===== config.mk =====
export PLATFORM = sky130hd
export DESIGN_NAME = prot_reg_guard
export DESIGN_NICKNAME = d
export VERILOG_FILES = /design/src/rtl/prg_pkg.sv /design/src/rtl/prg_decode.sv /design/src/rtl/prg_sequencer.sv /design/src/rtl/prg_readmux.sv /design/src/rtl/prot_reg_guard.sv
export SDC_FILE = /design/constraint.sdc
export NUM_CORES = 1
export LEC_CHECK = 0
export BUFFER_PORTS_ARGS = -buffer_cell sky130_fd_sc_hd__buf_2
export CORE_MARGIN = 4
export CORE_UTILIZATION = 50
export CTS_CLUSTER_SIZE = 20
export DETAILED_ROUTE_END_ITERATION = 8
export GPL_TIMING_DRIVEN = 0
export PLACE_DENSITY = 0.73
export RECOVER_POWER = 100
export SYNTH_ARGS = -nofsm -noshare
export SYNTH_HDL_FRONTEND = slang
export SYNTH_HIERARCHICAL = 1
export SYNTH_SLANG_ARGS = --single-unit

===== constraint.sdc =====
create_clock -name clk -period 2.56 [get_ports clk]
set_input_delay 0.128 -clock clk [delete_from_list [all_inputs] [get_ports clk]]
set_output_delay 0.128 -clock clk [all_outputs]
set_load 0.03 [all_outputs]

===== src/rtl/prg_pkg.sv =====
package prg_pkg;
    localparam int PRG_DW = 32;
    localparam int NCH    = 2;
    localparam int CH_CLK = 0;
    localparam int CH_PWR = 1;

    typedef enum logic [1:0] {
        SEQ_IDLE  = 2'd0,
        SEQ_ARMED = 2'd1,
        SEQ_HELD  = 2'd2
    } seq_state_e;

    typedef struct packed {
        seq_state_e          st;
        logic [PRG_DW-1:0]   shadow;
        logic [PRG_DW-1:0]   live;
    } seq_regs_t;

    typedef struct packed {
        logic err;
        logic pd;
    } ctl_regs_t;
endpackage


===== src/rtl/prg_decode.sv =====
module prg_decode
    import prg_pkg::*;
#(
    parameter int ADDR_W = 12,
    parameter logic [NCH-1:0][ADDR_W-1:0] PRE_ADDRS  = '0,
    parameter logic [NCH-1:0][ADDR_W-1:0] REG_ADDRS  = '0,
    parameter logic [NCH-1:0][ADDR_W-1:0] POST_ADDRS = '0
) (
    input  logic [ADDR_W-1:0] addr,
    output logic [NCH-1:0]    hit_pre,
    output logic [NCH-1:0]    hit_reg,
    output logic [NCH-1:0]    hit_post
);
    for (genvar ch = 0; ch < NCH; ch++) begin : g_dec
        assign hit_pre[ch]  = (addr == PRE_ADDRS[ch]);
        assign hit_reg[ch]  = (addr == REG_ADDRS[ch]);
        assign hit_post[ch] = (addr == POST_ADDRS[ch]);
    end
endmodule


===== src/rtl/prg_sequencer.sv =====
module prg_sequencer
    import prg_pkg::*;
#(
    parameter logic [PRG_DW-1:0] PRE_KEY  = '0,
    parameter logic [PRG_DW-1:0] POST_KEY = '0,
    parameter logic [PRG_DW-1:0] RST_VAL  = '0
) (
    input  logic              clk,
    input  logic              rst_n,
    input  logic              wr_en,
    input  logic [PRG_DW-1:0] wdata,
    input  logic              hit_pre,
    input  logic              hit_reg,
    input  logic              hit_post,
    output logic [PRG_DW-1:0] live,
    output logic [PRG_DW-1:0] commit_val,
    output logic              commit,
    output logic              abort
);
    seq_regs_t r_d, r_q;

    always_comb begin
        r_d    = r_q;
        abort  = 1'b0;
        commit = 1'b0;
        if (wr_en) begin
            case (r_q.st)
                SEQ_IDLE: begin
                    if (hit_pre) begin
                        if (wdata == PRE_KEY) r_d.st = SEQ_ARMED;
                        else                  abort  = 1'b1;
                    end else if (hit_reg || hit_post) begin
                        abort = 1'b1;
                    end
                end
                SEQ_ARMED: begin
                    if (hit_reg) begin
                        r_d.shadow = wdata;
                        r_d.st     = SEQ_HELD;
                    end else begin
                        abort = 1'b1;
                    end
                end
                SEQ_HELD: begin
                    if (hit_post && (wdata == POST_KEY)) begin
                        r_d.live   = r_q.shadow;
                        r_d.st     = SEQ_IDLE;
                        r_d.shadow = '0;
                        commit     = 1'b1;
                    end else begin
                        abort = 1'b1;
                    end
                end
                default: r_d.st = SEQ_IDLE;
            endcase
        end
        if (abort) begin
            r_d.st     = SEQ_IDLE;
            r_d.shadow = '0;
        end
    end

    always_ff @(posedge clk) begin
        if (!rst_n) begin
            r_q.st     <= SEQ_IDLE;
            r_q.shadow <= '0;
            r_q.live   <= RST_VAL;
        end else begin
            r_q <= r_d;
        end
    end

    assign live       = r_q.live;
    assign commit_val = r_q.shadow;
endmodule


===== src/rtl/prg_readmux.sv =====
module prg_readmux
    import prg_pkg::*;
#(
    parameter int ADDR_W = 12,
    parameter logic [NCH-1:0][ADDR_W-1:0] REG_ADDRS = '0
) (
    input  logic [ADDR_W-1:0]            rd_addr,
    input  logic [NCH-1:0][PRG_DW-1:0]   live,
    output logic [PRG_DW-1:0]            rd_data
);
    always_comb begin
        rd_data = '0;
        for (int ch = 0; ch < NCH; ch++) begin
            if (rd_addr == REG_ADDRS[ch]) rd_data = live[ch];
        end
    end
endmodule


===== src/rtl/prot_reg_guard.sv =====
module prot_reg_guard
    import prg_pkg::*;
#(
    parameter int                ADDR_W        = 12,
    parameter logic [ADDR_W-1:0] CLK_PRE_ADDR  = 12'h010,
    parameter logic [ADDR_W-1:0] CLK_REG_ADDR  = 12'h014,
    parameter logic [ADDR_W-1:0] CLK_POST_ADDR = 12'h018,
    parameter logic [ADDR_W-1:0] PWR_PRE_ADDR  = 12'h020,
    parameter logic [ADDR_W-1:0] PWR_REG_ADDR  = 12'h024,
    parameter logic [ADDR_W-1:0] PWR_POST_ADDR = 12'h028,
    parameter logic [31:0]       CLK_PRE_KEY   = 32'h0000_00AA,
    parameter logic [31:0]       CLK_POST_KEY  = 32'h0000_0055,
    parameter logic [31:0]       PWR_PRE_KEY   = 32'h0000_0001,
    parameter logic [31:0]       PWR_POST_KEY  = 32'h0000_00F4,
    parameter logic [31:0]       CLK_RST_VAL   = 32'h0000_0021,
    parameter logic [31:0]       PWR_RST_VAL   = 32'h0000_0003
) (
    input  logic              clk,
    input  logic              rst_n,
    input  logic              bus_we,
    input  logic [ADDR_W-1:0] bus_addr,
    input  logic [31:0]       bus_wdata,
    input  logic              err_clr,
    input  logic [ADDR_W-1:0] rd_addr,
    output logic [31:0]       rd_data,
    output logic              err_flag,
    output logic              pd_req
);
    localparam logic [NCH-1:0][ADDR_W-1:0] PRE_ADDRS  = {PWR_PRE_ADDR,  CLK_PRE_ADDR};
    localparam logic [NCH-1:0][ADDR_W-1:0] REG_ADDRS  = {PWR_REG_ADDR,  CLK_REG_ADDR};
    localparam logic [NCH-1:0][ADDR_W-1:0] POST_ADDRS = {PWR_POST_ADDR, CLK_POST_ADDR};
    localparam logic [NCH-1:0][PRG_DW-1:0] PRE_KEYS   = {PWR_PRE_KEY,   CLK_PRE_KEY};
    localparam logic [NCH-1:0][PRG_DW-1:0] POST_KEYS  = {PWR_POST_KEY,  CLK_POST_KEY};
    localparam logic [NCH-1:0][PRG_DW-1:0] RST_VALS   = {PWR_RST_VAL,   CLK_RST_VAL};

    logic [NCH-1:0]             hit_pre, hit_reg, hit_post;
    logic [NCH-1:0]             commit, abort;
    logic [NCH-1:0][PRG_DW-1:0] live_val, commit_val;
    logic [PRG_DW-1:0]          live_clk_w, live_pwr_w;

    prg_decode #(
        .ADDR_W     (ADDR_W),
        .PRE_ADDRS  (PRE_ADDRS),
        .REG_ADDRS  (REG_ADDRS),
        .POST_ADDRS (POST_ADDRS)
    ) u_dec (
        .addr     (bus_addr),
        .hit_pre  (hit_pre),
        .hit_reg  (hit_reg),
        .hit_post (hit_post)
    );

    for (genvar ch = 0; ch < NCH; ch++) begin : g_seq
        prg_sequencer #(
            .PRE_KEY  (PRE_KEYS[ch]),
            .POST_KEY (POST_KEYS[ch]),
            .RST_VAL  (RST_VALS[ch])
        ) u_seq (
            .clk        (clk),
            .rst_n      (rst_n),
            .wr_en      (bus_we),
            .wdata      (bus_wdata),
            .hit_pre    (hit_pre[ch]),
            .hit_reg    (hit_reg[ch]),
            .hit_post   (hit_post[ch]),
            .live       (live_val[ch]),
            .commit_val (commit_val[ch]),
            .commit     (commit[ch]),
            .abort      (abort[ch])
        );
    end

    prg_readmux #(
        .ADDR_W    (ADDR_W),
        .REG_ADDRS (REG_ADDRS)
    ) u_rd (
        .rd_addr (rd_addr),
        .live    (live_val),
        .rd_data (rd_data)
    );

    ctl_regs_t c_d, c_q;

    always_comb begin
        c_d = c_q;
        if (|abort)       c_d.err = 1'b1;
        else if (err_clr) c_d.err = 1'b0;
        c_d.pd = commit[CH_PWR] && (commit_val[CH_PWR] == '0);
    end

    always_ff @(posedge clk) begin
        if (!rst_n) c_q <= '0;
        else        c_q <= c_d;
    end

    assign err_flag   = c_q.err;
    assign pd_req     = c_q.pd;
    assign live_clk_w = live_val[CH_CLK];
    assign live_pwr_w = live_val[CH_PWR];
endmodule


Word level (Yosys, flattened, before mapping)
Cells that the tools add are included.
- flip-flop bits (word level): 134
- output and inout port bits: 34
- reduce and logical (&&, ||, !) cells: 20
- multiplexer cells: 33
- equal/unequal tests: 24
- bitwise operators: 1
- operators by type and width (cell ; count):
    $mux W66 ; 2
    $pmux W32 S2 ; 2
    $mux W34 ; 2
    $eq A32 B8 Y1 const B ; 2
    $mux W32 ; 2
    $eq A12 B5 Y1 const B ; 4
    $eq A12 B6 Y1 const B ; 4
    $eq A32 B1 Y1 const B ; 1
    $eq A32 B7 Y1 const B ; 1
    $logic_not A32 Y1 ; 1
    $mux W1 ; 17
    $ne A2 B1 Y1 const B ; 8
    $pmux W2 S3 ; 2
    $reduce_and A5 Y1 ; 2
    $mux W2 ; 4
    $reduce_and A4 Y1 ; 2
    $pmux W1 S3 ; 2
    $reduce_and A3 Y1 ; 2
    $reduce_bool A2 Y1 ; 3
    $reduce_or A2 Y1 ; 3
    $eq A2 B1 Y1 const B ; 2
    $eq A2 B2 Y1 const B ; 2
    $logic_not A2 Y1 ; 2
    $logic_and A1 B1 Y1 ; 3
    other kinds (2) ; 3

Logic depth before layout (Yosys ltp)
Gate-level depths: netlist of run 1.
- depth after elaboration: 8
- depth in mapped cells: 10
- mapped depth without buffers: 8

Modules after synthesis
The synthesis of run 1 kept the hierarchy.
- modules (own cells, without submodules) (module ; cells each ; area an instance (µm²) ; times used):
    prg_sequencer (g_seq[1].u_seq) ; 302 ; 3086.7 ; 1
    prg_sequencer (g_seq[0].u_seq) ; 344 ; 3065.4 ; 1
    prg_readmux ; 78 ; 742.0 ; 1
    prot_reg_guard ; 18 ; 143.9 ; 1
    prg_decode ; 13 ; 87.6 ; 1

Worst setup path after synthesis of run 1
OpenSTA, ideal clock, no wires.
- path type: input-to-reg
- from: input port bus_addr[1]
- to: register c_q, in the netlist err_flag
- path slack: 0.112 ns
- path buffers: 1
- arrival: 2.329 ns
- stages on the path: 8
- data required time: 2.440 ns
- cell sequence: or4_1 -> buf_2 -> nor4_1 -> nor4bb_1 -> a31oi_1 -> o31ai_1 -> nand2_1 -> o31a_1
- elaborated cells on any way between the ends: 25
- classes of those cells: 6 x eq/ne; 13 x mux; 6 x reduce/logical
- RTL lines (element ; RTL line ; RTL):
    start: declaration ; prot_reg_guard.sv:21 ; input logic [ADDR_W-1:0] bus_addr,
    $eq A12 B5 Y1 * ; prg_decode.sv:15 ; assign hit_pre[ch] = (addr == PRE_ADDRS[ch]);
    via hit_pre[0] ; prot_reg_guard.sv:36 ; logic [NCH-1:0] hit_pre, hit_reg, hit_post;
    $mux W1 * ; prg_sequencer.sv:29 ; if (hit_pre) begin
    $pmux W1 S3 * ; prg_sequencer.sv:27 ; case (r_q.st)
    $mux W1 * ; prg_sequencer.sv:26 ; if (wr_en) begin
    via abort[0] ; prot_reg_guard.sv:37 ; logic [NCH-1:0] commit, abort;
    $reduce_or A2 Y1 * ; prot_reg_guard.sv:86 ; if (|abort) c_d.err = 1'b1;
    $mux W1 / $reduce_bool A2 Y1 (equally long branches) ; - ;
    end signal: assignment ; prot_reg_guard.sv:92 ; if (!rst_n) c_q <= '0;
    end signal: assignment ; prot_reg_guard.sv:93 ; else c_q <= c_d;
    end: declaration ; prot_reg_guard.sv:82 ; ctl_regs_t c_d, c_q;
Mark *: on every way through the listed nets, which the timed path passes. The rest lies on a longest branch.
A chain may end at the register's enable or synchronous reset.

Final worst setup path of run 1
- from: input port bus_addr[1]
- to: register g_seq[1].u_seq.r_q, in the netlist g_seq[1].u_seq/commit_val[13]
- longest elaborated chain between the ends: 7
- elaborated cells on any way between the ends: 15
- classes of those cells: 5 x eq/ne; 6 x mux; 4 x reduce/logical
- RTL lines (element ; RTL line ; RTL):
    $eq A12 B6 Y1 * ; prg_decode.sv:16 ; assign hit_reg[ch] = (addr == REG_ADDRS[ch]);
    via hit_reg[1] ; prot_reg_guard.sv:36 ;
    $logic_or A1 B1 Y1 ; prg_sequencer.sv:32 ; end else if (hit_reg || hit_post) begin
    $mux W1 ; prg_sequencer.sv:32 ;
    $mux W1 ; prg_sequencer.sv:29 ;
    $pmux W1 S3 ; prg_sequencer.sv:27 ;
    $mux W1 ; prg_sequencer.sv:26 ;
    $reduce_or A2 Y1 (no source line) ; - ;
    end signal: assignment ; prg_sequencer.sv:69 ; r_q <= r_d;
    end: declaration ; prg_sequencer.sv:20 ; seq_regs_t r_d, r_q;
Marks and branches as above.

==> results of run 1 <==
[final cells by class]
type	instances	area [um2]	share of cell area (%)
plain buffers	135	942.2	11.73
repair buffers	94	439.2	5.470
well taps	176	220.2	2.743
inverters	2	7.507	0.09350
multi-input cells	451	3204	39.91
flip-flops and latches	134	2683	33.41
clock buffers	21	450.4	5.610
clock inverters	10	82.58	1.029
[path summary, 6_finish.rpt]
check	end	depth (start not counted)	slack [ps]	start
setup / recovery	g_seq[1].u_seq/commit_val[13]$_SDFFE_PP0P_	8	140	bus_addr[1]
setup reg to reg	g_seq[0].u_seq/commit_val[12]$_SDFFE_PP0P_	5	430	g_seq[0].u_seq/r_q[65]$_SDFFE_PP0P_
hold / removal	g_seq[1].u_seq/commit_val[22]$_SDFFE_PP0P_	3	10	bus_wdata[22]
hold reg to reg	g_seq[0].u_seq/live[20]$_SDFFE_PN0P_	2	450	g_seq[0].u_seq/live[20]$_SDFFE_PN0P_
[flip-flops by register name (all words and copies together), names as in the netlist]
name / count
g_seq.u_seq/live: 64
err_flag: 1
g_seq.u_seq/r_q: 4
pd_req: 1
g_seq.u_seq/commit_val: 64
[power breakdown]
part           internal [mW]  switching (mW)
Combinational         0.0760           0.121
Clock                   1.34           0.869
Sequential              2.09      0.00000568
Total                   3.50           0.989
[worst register-to-register path, cell delays in order (launching register included)]
cell and delay (ps):
dfxtp_1 490, nand4b_1 150, clkbuf_1 350, clkbuf_1 670, mux2i_1 300, nor2_1 50
[routing by layer]
metal	GRT usage, %	wire (um)	part of all wire, %
met1	28.12	7470	44
met3	4.691	831	4.9
met4	8.610	314	1.8
met5	0	0	0
met2	36.67	8430	49
[what timing repair did]
item / CTS / global route
endpoints found under the setup margin: 0 / 39
endpoints found under the hold margin: 2 / 0
hold buffers: 1 / 0
gates resized for setup: 0 / 3
[stage by stage]
stage / total power, mW / instance area, um2
final: 4.492 / 8029
after CTS: 4.530 / 8108
after floorplan: 2.213 / 6879
after detailed placement: 2.329 / 7565
after global placement: 2.325 / 7565
after global routing: 4.632 / 8029
==> flow_summary.yaml, run 1 <==
clock_network:
  clock_path_buffers: 2
  cts_made_buffers: 17
  htree_levels: 4
  worstSkewPairLatency_ps: 420
  cts_tree: "built"
  cts-root-buf: "clkbuf_16"
  cts_sinks: 134
  post_cts_buffers: 0
  cts.clk_slew.worst_paths_ps: 60
placement:
  dp_hpwl_mm: 12.60
  placed_cells: 991
  dp_slack_ps: -307.6
  place.gp.congestion: 0.8166
  io_buffers: 93
layout:
  nFillCells: 1178
  antenna_cells: 0
  final_cell_mix: "134 x dfxtp_1, 99 x buf_4, 96 x mux2i_1"
  layout_commonest_cell: "dfxtp_1"
  layoutNonFillerInstCount: 1023
  nets: 895
  drive_above_1_share_pct: 33.88
  syn_to_final_growth_pct: 16.72
  fin_util_pct: 60.15
global_routing:
  grt-ovfl-total: 0
  grt.total_usage_pct: 22.05
  grt_pass1_vias: 5377
  antenna_found_initial: 0
  grt_first_pass_wirelength_mm: 27.58
  grt_max_degree: 19
routing:
  routed_wl_mm: 17.05
  via_per_inst: 5.147
  wl_per_cell_um: 16.66
  drt_iter0_drc: 280
  via_count: 5265
  firstDrtPassIters: 4
  drtAntennaViolNets: 0
  drc: 0
pwr:
  leakage_nw: 3.671
  pwr_density_cell_nw_per_um2: 559.5
  vdd_drop_max_mv: 0.4030
worst_hold_path:
  hp-class: "in2reg"
sta:
  tightest_slew_ps: 854.5
  fin_hold_ws_ps: 10.52
  min_period_over_period_pct: 94.54
  hold_viol_final: 0
  fin_ws_ps: 139.9
  maxSlewViolCount: 0
  rsz0062_at_grt: "no"
  setup_viol: 0
  slew_headroom_pct: 43.03
  skew_ps: 11.93
  finalSetupTns_ps: 0
  min_period_ps: 2420
  fmax_mhz: 413.2
floorplanning:
  die_area_um2: 15700
  start_util_pct: 51.54
  ioPinCount: 94
  num_rows: 42
  core_um2: 13350
  die_x_um: 125.3
  chipHeight_um: 125.3
status:
  status: "complete, no violations"
worst_setup_path:
  critPathRequiredTime_ps: 2860
  path_delay_family: "simple AND/OR/NAND/NOR gates"
  slowest_stage: "nor4_1"
  startpoint_type: "primary input"
  worstSetupPathType: "in2reg"
  path_cells: "buf_2 -> or4_1 -> buf_2 -> nor4_1 -> nand3_2 -> clkbuf_1 -> mux2i_1 -> nor2_1"
  cp_slowest_stage_delay_ps: 670
  worst-path-max-fanout: 10
  worst_path_most_repeated_cell: "buf_2"
  worst-path-buf-inv: 3
  critPathCaptureType: "register"
  arrival_ps: 2720
yosys:
  syn_area_um2: 6879
  synth_nets: 782
  syn_inst: 722
  syn_area_per_cell_um2: 9.528
  yosys_warnings: 6
job:
  drv_cap: 0
Note: power is estimated with default switching activity, not from simulation.
==> inputs of run 2 (changes only) <==
==> constraint.sdc (replaced) <==
create_clock -name clk -period 2.56 [get_ports clk]
set_input_delay 0.384 -clock clk [delete_from_list [all_inputs] [get_ports clk]]
set_output_delay 0.384 -clock clk [all_outputs]
set_load 0.03 [all_outputs]
==> flow_summary.yaml, run 2 (synthesis gave the netlist of run 1 again) <==
placement:
  io_buffers: 93
  place.gp.congestion: 0.8134
  dp_slack_ps: -498.1
  dp_hpwl_mm: 12.57
clock_network:
  cts-root-buf: "clkbuf_16"
  cts_tree: "built"
  cts_made_buffers: 17
  clock_path_buffers: 2
  cts_hold_buf: 0
  cts.clk_slew.worst_paths_ps: 60
  worstSkewPairLatency_ps: 420
  htree_levels: 4
  cts_sinks: 134
routing:
  drc: 0
  routed_wl_mm: 17.22
  drtAntennaViolNets: 0
  firstDrtPassIters: 5
  via_count: 5371
  wl_per_cell_um: 16.81
  via_per_inst: 5.245
  drt_iter0_drc: 431
floorplanning:
  core_um2: 13350
  num_rows: 42
  die_x_um: 125.3
  chipHeight_um: 125.3
  die_area_um2: 15700
  ioPinCount: 94
  start_util_pct: 51.54
layout:
  syn_to_final_growth_pct: 19.21
  layout_commonest_cell: "dfxtp_1"
  drive_above_1_share_pct: 38.09
  antenna_cells: 0
  final_cell_mix: "134 x dfxtp_1, 98 x buf_4, 96 x mux2i_1"
  nets: 895
global_routing:
  grt_busiest_layer: "met2"
  grt_first_pass_wirelength_mm: 27.69
  grt_pass1_vias: 5453
  grt.total_usage_pct: 22.15
  grt_max_degree: 19
  grt_util_met3_pct: 6.141
  antenna_found_initial: 0
  use_met2_pct: 37.30
  met1_usage_pct: 27.53
  grt-ovfl-total: 0
job:
  drv_cap: 0
pwr:
  pwr_density_cell_nw_per_um2: 572.9
  vdd_drop_max_mv: 0.4504
  leakage_nw: 3.803
sta:
  skew_ps: 9.392
  tightest_slew_ps: 766.8
  fmax_mhz: 411.1
  hold_viol_final: 0
  maxSlewViolCount: 0
  min_period_over_period_pct: 95.03
  finalSetupTns_ps: 0
  slew_headroom_pct: 48.88
  fin_ws_ps: 127.2
  setup_viol: 0
  min_period_ps: 2433
worst_setup_path:
  startpoint_type: "primary input"
  critPathCaptureType: "register"
  path_cells: "buf_2 -> or4b_2 -> nor3_2 -> and2_1 -> nand4_1 -> buf_4 -> nor4_4 -> buf_2 -> nand2_1 -> a21boi_1"
  cp_slowest_stage_delay_ps: 730
  worstSetupPathType: "in2reg"
  critPathRequiredTime_ps: 2900
  worst_path_most_repeated_cell: "buf_2"
  arrival_ps: 2770
  slowest_stage: "or4b_2"
  path_delay_family: "simple AND/OR/NAND/NOR gates"
  worst-path-max-fanout: 10
  worst-path-buf-inv: 3
status:
  status: "complete, no violations"
worst_hold_path:
  hp-class: "in2reg"
-- run 2: cell count changes in the layout (fill, tap and decap cells not counted), moves of 2 or more --
cell and delta:
clkbuf_1 -29, clkinv_4 +2, clkinv_2 -2, clkbuf_2 +23
clkbuf_8 +5, nor4_1 -5, nor4_2 +4
-- run 2: final cells by class --
| type | count | area, um2 |
|---|---|---|
| fill | 1139 | 5147 |
| multi-input combinational | 451 | 3258 |
| sequential | 134 | 2683 |
| buffer | 135 | 978.4 |
| clock buffer | 20 | 466.7 |
| timing repair buffer | 94 | 459.2 |
| tap | 176 | 220.2 |
| clock inverter | 12 | 127.6 |
| inverter | 2 | 7.507 |
-- run 2: power breakdown --
part / switching [mW] / total [mW] / internal, mW
Clock: 0.904 / 2.41 / 1.50
Sequential: 0.00000509 / 2.09 / 2.09
Combinational: 0.124 / 0.203 / 0.0787
-- run 2: worst paths after layout --
check	from	end	slack, ps	cells past startpoint
min reg2reg	g_seq[0].u_seq/live[14]$_SDFFE_PN0P_	g_seq[0].u_seq/live[14]$_SDFFE_PN0P_	450	2
max	bus_addr[5]	g_seq[0].u_seq/live[19]$_SDFFE_PN0P_	130	10
max reg2reg	g_seq[0].u_seq/r_q[65]$_SDFFE_PP0P_	g_seq[0].u_seq/commit_val[19]$_SDFFE_PP0P_	650	5
min	bus_wdata[23]	g_seq[1].u_seq/commit_val[23]$_SDFFE_PP0P_	270	3
-- run 2: stage by stage --
step	total power, mW	hold WS (ps)	utilization (%)	cells	cell area [um2]
after floorplan	2.213	431.1	-	722	6890
after global placement	2.326	437.7	56.76	991	7576
after detailed placement	2.330	445.8	56.76	991	7576
after global routing	4.838	280.4	61.44	1024	8200
after CTS	4.737	253.1	61.29	1023	8180
final	4.698	269.9	61.44	1024	8200
-- run 2: timing repair --
item                       4_1_cts  5_1_grt
pin swaps                        0        2
gates resized for setup          4       11
buffers inserted                 0        1
setup endpoints to repair       41       61
-- run 2: worst reg2reg max path, delay by kind of cell, from the launching register on --
family / cells / cell delay [ps]
muxes: 1 / 270
buffers and inverters: 2 / 840
and+or+nand+nor: 2 / 220
DFF: 1 / 460
-- run 2: routing by layer --
metal | vias up | wire length [um]
li1 | 2626 | -
met1 | 2584 | 7593
met2 | 140 | 8436
met3 | 21 | 906
met4 | 0 | 279
met5 | - | 0
==> inputs of run 3 (changes only) <==
--- a/config.mk
+++ b/config.mk
@@ -6,12 +6,15 @@
 export NUM_CORES = 1
 export LEC_CHECK = 0
 export BUFFER_PORTS_ARGS = -buffer_cell sky130_fd_sc_hd__buf_2
+export CELL_PAD_IN_SITES_DETAIL_PLACEMENT = 0
+export CELL_PAD_IN_SITES_GLOBAL_PLACEMENT = 1
+export CORE_ASPECT_RATIO = 1.75
 export CORE_MARGIN = 4
-export CORE_UTILIZATION = 50
+export CORE_UTILIZATION = 40
 export CTS_CLUSTER_SIZE = 20
 export DETAILED_ROUTE_END_ITERATION = 8
 export GPL_TIMING_DRIVEN = 0
-export PLACE_DENSITY = 0.73
+export PLACE_DENSITY_LB_ADDON = 0.1
 export RECOVER_POWER = 100
 export SYNTH_ARGS = -nofsm -noshare
 export SYNTH_HDL_FRONTEND = slang
==> flow_summary.yaml, run 3 (synthesis gave the netlist of run 1 again) <==
routing:
  route.met3.wl_um: 570
  wl_per_cell_um: 16.89
  routed_wl_mm: 18.16
  drc: 0
  met2WireLength_mm: 9.763
  wirelength_met1_mm: 7.501
  firstDrtPassIters: 4
  drt_iter0_drc: 158
  via_per_inst: 4.887
  via_count: 5253
  top_layer_used: "met4"
  drtAntennaViolNets: 0
layout:
  nFillCells: 1657
  antenna_cells: 0
  layout_commonest_cell: "dfxtp_1"
  final_cell_mix: "134 x dfxtp_1, 98 x buf_4, 96 x mux2i_1"
  syn_to_final_growth_pct: 21.54
  drive_above_1_share_pct: 38.44
  nets: 895
  layoutNonFillerInstCount: 1075
  final_area_um2: 8361
floorplanning:
  core_um2: 16950
  num_rows: 63
  die_area_um2: 19440
  chipHeight_um: 181.5
  ioPinCount: 94
  start_util_pct: 40.59
  die_x_um: 107.1
worst_setup_path:
  arrival_ps: 2790
  endpoint: "g_seq[0].u_seq/commit_val[28]$_SDFFE_PP0P_"
  rr_endpoint: "g_seq[0].u_seq/commit_val[16]$_SDFFE_PP0P_"
  critPathCaptureType: "register"
  startpoint_type: "primary input"
  r2r_slack_ps: 430
  rr_startpoint: "g_seq[0].u_seq/r_q[65]$_SDFFE_PP0P_"
  worstSetupPathType: "in2reg"
  r2r_cells: 5
  critPathRequiredTime_ps: 2860
  worst-path-max-fanout: 10
  startpoint: "bus_addr[5]"
sta:
  slew_headroom_pct: 38.13
  fin_ws_ps: 67.04
  finalSetupTns_ps: 0
  tightest_slew_ps: 925.6
  min_period_ps: 2493
  setup_viol: 0
  hold_viol_final: 0
  fmax_mhz: 401.1
  maxSlewViolCount: 0
  min_period_over_period_pct: 97.38
  skew_ps: 7.537
placement:
  io_buffers: 93
  place_area_um2: 7640
  dp_hpwl_mm: 13.96
  placed_cells: 1042
  place.gp.congestion: 0.8269
  dp_slack_ps: -469.5
global_routing:
  grt_first_pass_wirelength_mm: 28.82
  grt_max_degree: 19
  grt_pass1_vias: 5357
  grt.total_usage_pct: 19.17
  antenna_found_initial: 0
  grt-ovfl-total: 0
clock_network:
  cts_made_buffers: 17
  cts_tree: "built"
  htree_levels: 4
  cts_sinks: 134
  cts.clk_slew.worst_paths_ps: 60
  cts-root-buf: "clkbuf_16"
  clock_path_buffers: 2
  worstSkewPairLatency_ps: 410
worst_hold_path:
  hp-class: "in2reg"
status:
  status: "complete, no violations"
job:
  drv_cap: 0
pwr:
  vdd_drop_max_mv: 0.5184
  leakage_nw: 3.868
  power_mw: 5.019
  pwr_density_cell_nw_per_um2: 600.3
## run 3: cell count changes in the layout (fill, tap and decap cells not counted), sizes merged
cell      previous run  this run
buf                182       200
inv                  1         5
clkinv               7         3
clkinvlp             4         2
bufinv               2         5
clkbuf              67        48
## run 3: metrics by stage
stage,hold slack (ps),util [%]
final,277.4,49.33
after global routing,261.6,49.33
after CTS,269.9,49.01
after detailed placement,446.0,45.08
after global placement,437.4,45.08
after floorplan,431.1,-
## run 3: cell type report
cell class | count | area, um2 | share of cell area [%]
inverters | 2 | 7.507 | 0.08979
plain buffers | 135 | 985.9 | 11.79
multi-input cells | 451 | 3272 | 39.14
well taps | 227 | 284.0 | 3.397
repair buffers | 94 | 467.9 | 5.597
clock inverters | 13 | 217.7 | 2.604
clock buffers | 19 | 442.9 | 5.298
flip-flops and latches | 134 | 2683 | 32.09
## run 3: power breakdown
group          internal [mW]  switching, mW  total [mW]
clock network           1.77          0.955        2.73
logic                 0.0797          0.128       0.208
registers               2.09     0.00000404        2.09
total                   3.94           1.08        5.02
## run 3: critical path, cell delays in order
cell,delay [ps]
buf_2,100
or4b_2,730
nor3_2,200
and2_1,170
nand4_1,160
or4_1,420
buf_2,200
nand4_4,170
buf_6,180
nor2_1,60
## run 3: routing by layer
metal	vias to the layer above	GRT usage [%]
met5	-	0
met4	0	6.196
met3	25	3.664
met2	102	35.29
met1	2493	21.80
li1	2633	-
## run 3: worst min-delay path by stage
stage                                          from                                         end  slack, ps  depth (start not counted)
4_1_cts                               bus_wdata[29]  g_seq[0].u_seq/commit_val[29]$_SDFFE_PP0P_        270                          3
2_1_floorplan  g_seq[0].u_seq/live[10]$_SDFFE_PN0P_        g_seq[0].u_seq/live[10]$_SDFFE_PN0P_        430                          2
5_1_grt                               bus_wdata[29]  g_seq[1].u_seq/commit_val[29]$_SDFFE_PP0P_        260                          3
3_5_place_dp    g_seq[0].u_seq/live[3]$_SDFFE_PN0P_         g_seq[0].u_seq/live[3]$_SDFFE_PN0P_        450                          2
6_report                              bus_wdata[26]  g_seq[0].u_seq/commit_val[26]$_SDFFE_PP0P_        280                          3
3_3_place_gp   g_seq[0].u_seq/live[13]$_SDFFE_PN0P_        g_seq[0].u_seq/live[13]$_SDFFE_PN0P_        440                          2
## run 3: repair_timing
| item | in CTS | in global routing |
|---|---|---|
| buffers inserted | 0 | 1 |
| pin swaps | 0 | 2 |
| resized for setup | 1 | 11 |
| gates cloned | 0 | 0 |
| hold buffers | 0 | 0 |
| setup endpoints to repair | 29 | 102 |
